## config.mk

```make
export PLATFORM = sky130hd
export DESIGN_NAME = shiftor_matcher
export DESIGN_NICKNAME = d
export VERILOG_FILES = /design/src/rtl/smatch_pkg.sv /design/src/rtl/smatch_encoder.sv /design/src/rtl/smatch_mask.sv /design/src/rtl/smatch_state.sv /design/src/rtl/shiftor_matcher.sv
export SDC_FILE = /design/constraint.sdc
export NUM_CORES = 1
export LEC_CHECK = 0
export ABC_AREA = 1
export BUFFER_PORTS_ARGS = -buffer_cell sky130_fd_sc_hd__buf_2
export CAP_MARGIN = 20
export CORE_AREA = 4 4 41 43
export CTS_CLUSTER_DIAMETER = 50
export DETAILED_ROUTE_END_ITERATION = 10
export DIE_AREA = 0 0 45 47
export PLACE_DENSITY_LB_ADDON = 0.08
export REMOVE_ABC_BUFFERS = 1
export SLEW_MARGIN = 10
export SYNTH_ARGS = -nofsm -noshare
export SYNTH_HDL_FRONTEND = slang
export SYNTH_HIERARCHICAL = 1
export SYNTH_SLANG_ARGS = --single-unit
```

## constraint.sdc

```tcl
create_clock -name clk_i -period 0.8 [get_ports clk_i]
set_input_delay 0.08 -clock clk_i [delete_from_list [all_inputs] [get_ports clk_i]]
set_output_delay 0.08 -clock clk_i [all_outputs]
set_load 0.02 [all_outputs]
```

## src/rtl/smatch_pkg.sv

```systemverilog
package smatch_pkg;

  localparam int MAX_LEN = 64;
  typedef logic [8*MAX_LEN-1:0] pat_t;

  // character at 0-based position i (position 0 is the first character)
  function automatic logic [7:0] pat_char(input pat_t p, input int len, input int i);
    return p[8*(len-1-i) +: 8];
  endfunction

  // true when position i holds the first occurrence of its character
  function automatic bit is_first(input pat_t p, input int len, input int i);
    bit first = 1'b1;
    for (int j = 0; j < i; j++)
      if (pat_char(p, len, j) == pat_char(p, len, i)) first = 1'b0;
    return first;
  endfunction

  // dense symbol code (1..alphabet) of the character at position i
  function automatic int sym_rank(input pat_t p, input int len, input int i);
    int f = 0;
    int r = 0;
    bit found = 1'b0;
    for (int j = 0; j <= i; j++)
      if (!found && pat_char(p, len, j) == pat_char(p, len, i)) begin
        f = j;
        found = 1'b1;
      end
    for (int j = 0; j <= f; j++)
      if (is_first(p, len, j)) r++;
    return r;
  endfunction

  function automatic int alpha_size(input pat_t p, input int len);
    int n = 0;
    for (int j = 0; j < len; j++)
      if (is_first(p, len, j)) n++;
    return n;
  endfunction

endpackage

```

## src/rtl/smatch_encoder.sv

```systemverilog
module smatch_encoder
  import smatch_pkg::*;
#(
  parameter int                   PAT_LEN = 4,
  parameter logic [8*PAT_LEN-1:0] PATTERN = "aaba",
  parameter int                   CODE_W  = 2
) (
  input  logic [7:0]        byte_i,
  output logic [CODE_W-1:0] code_o
);
  localparam pat_t PFULL = pat_t'(PATTERN);

  logic [CODE_W-1:0] hit [PAT_LEN];

  for (genvar i = 0; i < PAT_LEN; i++) begin : g_pos
    if (is_first(PFULL, PAT_LEN, i)) begin : g_sym
      localparam logic [7:0]        CH = pat_char(PFULL, PAT_LEN, i);
      localparam logic [CODE_W-1:0] RK = CODE_W'(sym_rank(PFULL, PAT_LEN, i));
      assign hit[i] = (byte_i == CH) ? RK : '0;
    end else begin : g_dup
      assign hit[i] = '0;
    end
  end

  // at most one distinct symbol can hit, so OR merges the codes
  always_comb begin
    code_o = '0;
    for (int i = 0; i < PAT_LEN; i++) code_o |= hit[i];
  end
endmodule

```

## src/rtl/smatch_mask.sv

```systemverilog
module smatch_mask
  import smatch_pkg::*;
#(
  parameter int                   PAT_LEN = 4,
  parameter logic [8*PAT_LEN-1:0] PATTERN = "aaba",
  parameter int                   CODE_W  = 2
) (
  input  logic [CODE_W-1:0]  code_i,
  output logic [PAT_LEN-1:0] mask_o
);
  localparam pat_t PFULL  = pat_t'(PATTERN);
  localparam int   NCODES = 1 << CODE_W;

  logic [PAT_LEN-1:0] tbl [NCODES];

  // bit k is 0 when the code equals the character at position k
  for (genvar c = 0; c < NCODES; c++) begin : g_code
    for (genvar k = 0; k < PAT_LEN; k++) begin : g_bit
      localparam bit SEL = (c != 0) && (sym_rank(PFULL, PAT_LEN, k) == c);
      assign tbl[c][k] = SEL ? 1'b0 : 1'b1;
    end
  end

  assign mask_o = tbl[code_i];
endmodule

```

## src/rtl/smatch_state.sv

```systemverilog
module smatch_state #(
  parameter int PAT_LEN = 4
) (
  input  logic               clk_i,
  input  logic               rst_i,
  input  logic               flush_i,
  input  logic               adv_i,
  input  logic [PAT_LEN-1:0] mask_i,
  output logic               match_o
);
  // prog_q[k] holds progress bit k+1; bit 0 is a constant 0 and is not stored
  logic [PAT_LEN-1:0] prog_q, prog_d;
  logic               match_q;

  always_comb begin
    prog_d[0] = mask_i[0];
    for (int k = 1; k < PAT_LEN; k++) prog_d[k] = prog_q[k-1] | mask_i[k];
  end

  always_ff @(posedge clk_i) begin
    if (rst_i || flush_i) begin
      prog_q  <= '1;
      match_q <= 1'b0;
    end else if (adv_i) begin
      prog_q  <= prog_d;
      match_q <= ~prog_d[PAT_LEN-1];
    end else begin
      match_q <= 1'b0;
    end
  end

  assign match_o = match_q;
endmodule

```

## src/rtl/shiftor_matcher.sv

```systemverilog
module shiftor_matcher
  import smatch_pkg::*;
#(
  parameter int                   PAT_LEN = 4,
  parameter logic [8*PAT_LEN-1:0] PATTERN = "aaba"
) (
  input  logic       clk_i,
  input  logic       rst_i,
  input  logic       flush_i,
  input  logic       in_valid_i,
  output logic       in_ready_o,
  input  logic [7:0] in_byte_i,
  output logic       match_o
);
  localparam int ALPHA  = alpha_size(pat_t'(PATTERN), PAT_LEN);
  localparam int CODE_W = (ALPHA + 1 > 2) ? $clog2(ALPHA + 1) : 1;

  logic [CODE_W-1:0]  code;
  logic [PAT_LEN-1:0] mask;
  logic               adv;

  assign in_ready_o = ~flush_i;
  assign adv        = in_valid_i & in_ready_o;

  smatch_encoder #(.PAT_LEN(PAT_LEN), .PATTERN(PATTERN), .CODE_W(CODE_W)) u_enc (
    .byte_i (in_byte_i),
    .code_o (code)
  );

  smatch_mask #(.PAT_LEN(PAT_LEN), .PATTERN(PATTERN), .CODE_W(CODE_W)) u_mask (
    .code_i (code),
    .mask_o (mask)
  );

  smatch_state #(.PAT_LEN(PAT_LEN)) u_state (
    .clk_i   (clk_i),
    .rst_i   (rst_i),
    .flush_i (flush_i),
    .adv_i   (adv),
    .mask_i  (mask),
    .match_o (match_o)
  );
endmodule

```

==> results of run 1 <==
[path summary, 6_finish.rpt]
| check | startpoint | to | slack (ns) | depth (start not counted) |
|---|---|---|---|---|
| setup / recovery | u_state/match_o | match_o | 0.04 | 1 |
| hold / removal | rst_i | u_state/prog_q[0] | 0.06 | 3 |
| setup reg to reg | u_state/prog_q[1] | u_state/prog_q[2] | 0.17 | 2 |
| hold reg to reg | u_state/prog_q[0] | u_state/prog_q[0] | 0.47 | 2 |
[what timing repair did]
item,CTS,global route
hold endpoints to repair,0,0
setup endpoints to repair,0,1
resized for setup,0,1
[sequential cells by signal (all words and copies together) (netlist names)]
name and count:
u_state/match_o 1, u_state/prog_q 3
[stage by stage]
| step | instances | setup TNS [ns] | worst slack, ns | hold WS (ns) |
|---|---|---|---|---|
| floorplan | 43 | 0 | 0.0719 | 0.206 |
| global placement | 71 | -0.417 | -0.139 | 0.303 |
| detailed placement | 71 | -0.418 | -0.135 | 0.303 |
| CTS | 74 | 0 | 0.0270 | 0.0514 |
| global route | 74 | 0 | 0.0239 | 0.0843 |
| finish | 74 | 0 | 0.0377 | 0.0605 |
[cell usage in the layout (no fill, tap or decap)]
cell type  instances
nor2_2             2
o21ai_1            1
nand4_1            1
nand2_1           11
clkbuf_4           3
inv_1             12
nor2_1            10
nand3b_1           1
buf_2             13
o21ai_0            1
dfxtp_1            4
[synthesized netlist by cell type, drive strengths merged]
| cell type | instances | area share, % |
|---|---|---|
| dfxtp | 4 | 31 |
| nand3b | 1 | 2.9 |
| nor2 | 12 | 20 |
| inv | 12 | 18 |
| nand4 | 1 | 2.5 |
| o21ai | 2 | 3.9 |
| nand2 | 11 | 16 |
| buf | 2 | 5.9 |
[final cells by class]
type                    count  area, um^2
fillers                   169         955
multi-input cells          27         115
flip-flops and latches      4        80.1
repair buffers             13        65.1
inverters                  12        45.0
clock buffers               3        22.5
well taps                  15        18.8
[logic make-up (layout without fill, tap and decap cells)]
kind of cell / count (synthesis) / in the layout
buffers and inverters: 14 / 28
AND/OR/NAND/NOR: 25 / 25
flip-flops: 4 / 4
AO/OA/AOI/OAI: 2 / 2
[metal layers]
layer | GRT usage (%) | part of all wire (%) | wire (um)
met1 | 5.66 | 44 | 231
met2 | 8.47 | 42 | 222
met3 | 1.15 | 9.1 | 48
met4 | 10.5 | 5.1 | 27
met5 | 0 | 0 | 0
[power groups by stage]
stage	registers [W]	logic, W	clock network [W]
2_1_floorplan	0.000209	0.0000387	0
3_3_place_gp	0.000210	0.0000751	0
3_5_place_dp	0.000210	0.0000756	0
4_1_cts	0.000206	0.0000758	0.000271
5_1_grt	0.000207	0.0000865	0.000278
6_report	0.000206	0.0000744	0.000254
==> results.txt, run 1 <==
status - finished, final reports clean
Sw Share - 23.7%
root buf cell - clkbuf_4
Sequential Power Share - 38.6%
logic gate share of total power - 13.9%
total track usage - 5.99%
placed instance area - 324 um^2
ANT nets after route - 0
Synth Area in XOR/XNOR - 0%
total power draw - 0.000535 W
detailed-route wire length per cell - 7.16 um
average size of a mapped cell - 5.67 um^2
Row Count - 13
CTS Buf Count - 3
peak supply drop - 0.300 mV
yosys warns - 6
WP buf/inv - 1
Vias - 272
Synth Instances - 45
Slew Viols, Final - 0
DRC Markers - 0
# nets final - 73
die area - 0.00212 mm^2
PwrDens - 1540 mW/mm^2
Final Skew - 0.000687 ns
f_max - 1310 MHz
actual slew at the worst max-slew pin - 0.235 ns
crit path kind - reg -> out
Simple-Gate Fraction of Synth Area - 41.2%
Pre-antenna DRT Iters - 2
Core ar. - 0.00130 mm^2
# Max-Cap Violations - 0
antenna violations before repair - 0
number of global-route vias before repair - 228
largest net degree at the start of global routing - 8
placed wire-length estimate - 446 um
HP Class - in -> reg
Initial Utilization - 19.6%
multiplexer share of the synthesized area - 0%
die width - 45 um
FF+latch count, synth - 4
H-tree depth - 1
CP Launch Type - flop
Seq/Total Area, Yosys - 31.4%
NetSw - 0.000127 W
CTS Hold Buffers Added - 0
worst path cell trace - buf_2
Static Leak - 0.198 nW
IO buf count - 13
unrepaired setup endpoints after global routing - false
DRT iter0 DRCs - 1
Max FO, Critical Path - 1
Slew headroom - 84.3%
worst path required time - 0.72 ns
antenna cells - 0
CTS Sinks - 4
power share of the clock group - 47.5%
via/cell ratio - 3.68
Area Growth Syn to Fin - 35.8%
Synth Area in Compound Gates - 3.92%
Post CTS Setup Buffer Count - 0
Post-Route WL - 530 um
Die H - 47 um
Layout Utilization - 26.6%
Clock Tree Buf Depth - 2
post-synthesis adder-cell area fraction - 0%
P_int - 0.000408 W
worst-skew pair later-pin latency - 0.24 ns
Slowest-stage cell, CP - dfxtp_1
endpoints failing setup - 0
first-pass GRT wire length - 814 um
Critical Path AT - 0.68 ns
cell family with most CP delay - flip-flops
CTS tree - yes
clk slew on worst S/H paths - 0.04 ns
Crit. End Element - primary output
GRT overflow - 0
Mapped Area - 255 um^2
Final Hold Fails - 0
min Tclk post-route - 0.762 ns
Tcrit/Tclk final - 95.3%
largest family of logic cells by synthesized area - simple AND/OR/NAND/NOR gates
I/O pins - 14
share of layout cells above drive strength 1 - 30.5%
Crit path largest cell delay - 0.30 ns
Distinct cells, synth - 9
fin area - 347 um^2
GPL Wtd Cong - 0.613
Note: power is estimated with default switching activity, not from simulation.
==> inputs of run 2 (changes only) <==
Settings changed: REMOVE_ABC_BUFFERS 1 to not set.
==> run 2 against run 1 <==
  * Worst setup slack gained 0.0041 ns
  * Worst hold slack better by 0.0021 ns
  * Core utilization up 1.2 points
  * Largest cell class unchanged
==> results.txt, run 2 (synthesis results as in run 1) <==
Slew Viols, Final - 0
HP Class - in -> reg
Critical Path AT - 0.68 ns
commonest non-fill, non-tap cells in the layout - 13 x buf_2, 11 x inv_1, 11 x nand2_1
Synth Net Count - 57
antenna cells - 0
die width - 45 um
clk slew on worst S/H paths - 0.04 ns
Initial Utilization - 19.6%
max reg flops - 3
PwrDens - 1490 mW/mm^2
ANT nets after route - 0
endpoints failing setup - 0
largest net degree at the start of global routing - 8
DRT iter0 DRCs - 0
Layout Utilization - 27.8%
I/O pins - 14
Fill cells - 163
via/cell ratio - 3.64
f_max - 1320 MHz
H-tree depth - 1
root buf cell - clkbuf_4
Final Worst Setup Slack - 0.0418 ns
placed wire-length estimate - 436 um
Vias - 269
Clock Tree Buf Depth - 2
CTS Buf Count - 3
Final Skew - 0.00306 ns
total track usage - 5.84%
Static Leak - 0.200 nW
detailed-route wire length per cell - 7.01 um
hold slack - 0.0626 ns
antenna violations before repair - 0
unrepaired setup endpoints after global routing - false
Most flops, register - u_state/prog_q
number of global-route vias before repair - 236
cell family with most CP delay - flip-flops
WP buf/inv - 1
worst path cell trace - buf_2
CP Launch Type - flop
crit path kind - reg -> out
CTS tree - yes
IO buf count - 13
first-pass GRT wire length - 807 um
commonest non-fill, non-tap cell in the layout - buf_2
# nets final - 73
die area - 0.00212 mm^2
worst path required time - 0.72 ns
actual slew at the worst max-slew pin - 0.248 ns
total power draw - 0.000539 W
Final Hold Fails - 0
Crit path largest cell delay - 0.29 ns
CTS Sinks - 4
status - finished, final reports clean
Die H - 47 um
Pre-antenna DRT Iters - 1
min Tclk post-route - 0.758 ns
GPL Wtd Cong - 0.630
# Max-Cap Violations - 0
Crit. End Element - primary output
Post-Route WL - 519 um
CTS Hold Buffers Added - 0
share of layout cells above drive strength 1 - 33.9%
worst-skew pair later-pin latency - 0.23 ns
Max FO, Critical Path - 1
peak supply drop - 0.397 mV
Setup TNS - 0 ns
Slew headroom - 83.4%
DP Worst Slack - -0.142 ns
GRT overflow - 0
Row Count - 13
Slowest-stage cell, CP - dfxtp_1
DRC Markers - 0
Post CTS Setup Buffer Count - 0
Tcrit/Tclk final - 94.8%
Core ar. - 0.00130 mm^2
Area Growth Syn to Fin - 41.7%
run 2: stage by stage:
step           area (um^2)  cells
6_report               362     74
5_1_grt                362     74
4_1_cts                359     74
3_5_place_dp           337     71
3_3_place_gp           337     71
2_1_floorplan          268     45
run 2: per-layer routing:
metal | routed length (um) | vias to the layer above | GRT usage (%) | share of wire, %
li1 | - | 154 | - | -
met5 | 0 | - | 0 | 0
met1 | 225 | 102 | 5.67 | 43
met3 | 44 | 2 | 2.30 | 8.5
met2 | 235 | 11 | 7.91 | 45
met4 | 12 | 0 | 8.77 | 2.3
run 2: cell type report:
type / instances / area (um^2) / share of cell area, %
Multi-Input combinational cell: 27 / 123 / 33.9
Timing Repair Buffer: 13 / 65.1 / 18.0
Inverter: 12 / 52.6 / 14.5
Clock buffer: 3 / 22.5 / 6.23
Sequential cell: 4 / 80.1 / 22.1
Tap cell: 15 / 18.8 / 5.19
run 2: what timing repair did:
item | in CTS | in global routing
gates resized for setup | 0 | 1
endpoints found under the setup margin | 0 | 1
hold endpoints to repair | 0 | 0
run 2: worst paths after layout:
check | startpoint | to | slack (ns) | cells past startpoint
setup / recovery | u_state/match_o | match_o | 0.04 | 1
hold / removal | rst_i | u_state/prog_q[0] | 0.06 | 3
setup reg to reg | u_state/prog_q[2] | u_state/prog_q[2] | 0.15 | 4
hold reg to reg | u_state/prog_q[0] | u_state/prog_q[0] | 0.46 | 2
run 2: power by group:
part	internal [W]	switching (W)	total [W]	leakage [nW]
Clock	0.000168	0.0000818	0.000250	0.0138
Sequential	0.000205	0.00000183	0.000207	0.0326
Combinational	0.0000380	0.0000449	0.0000829	0.153
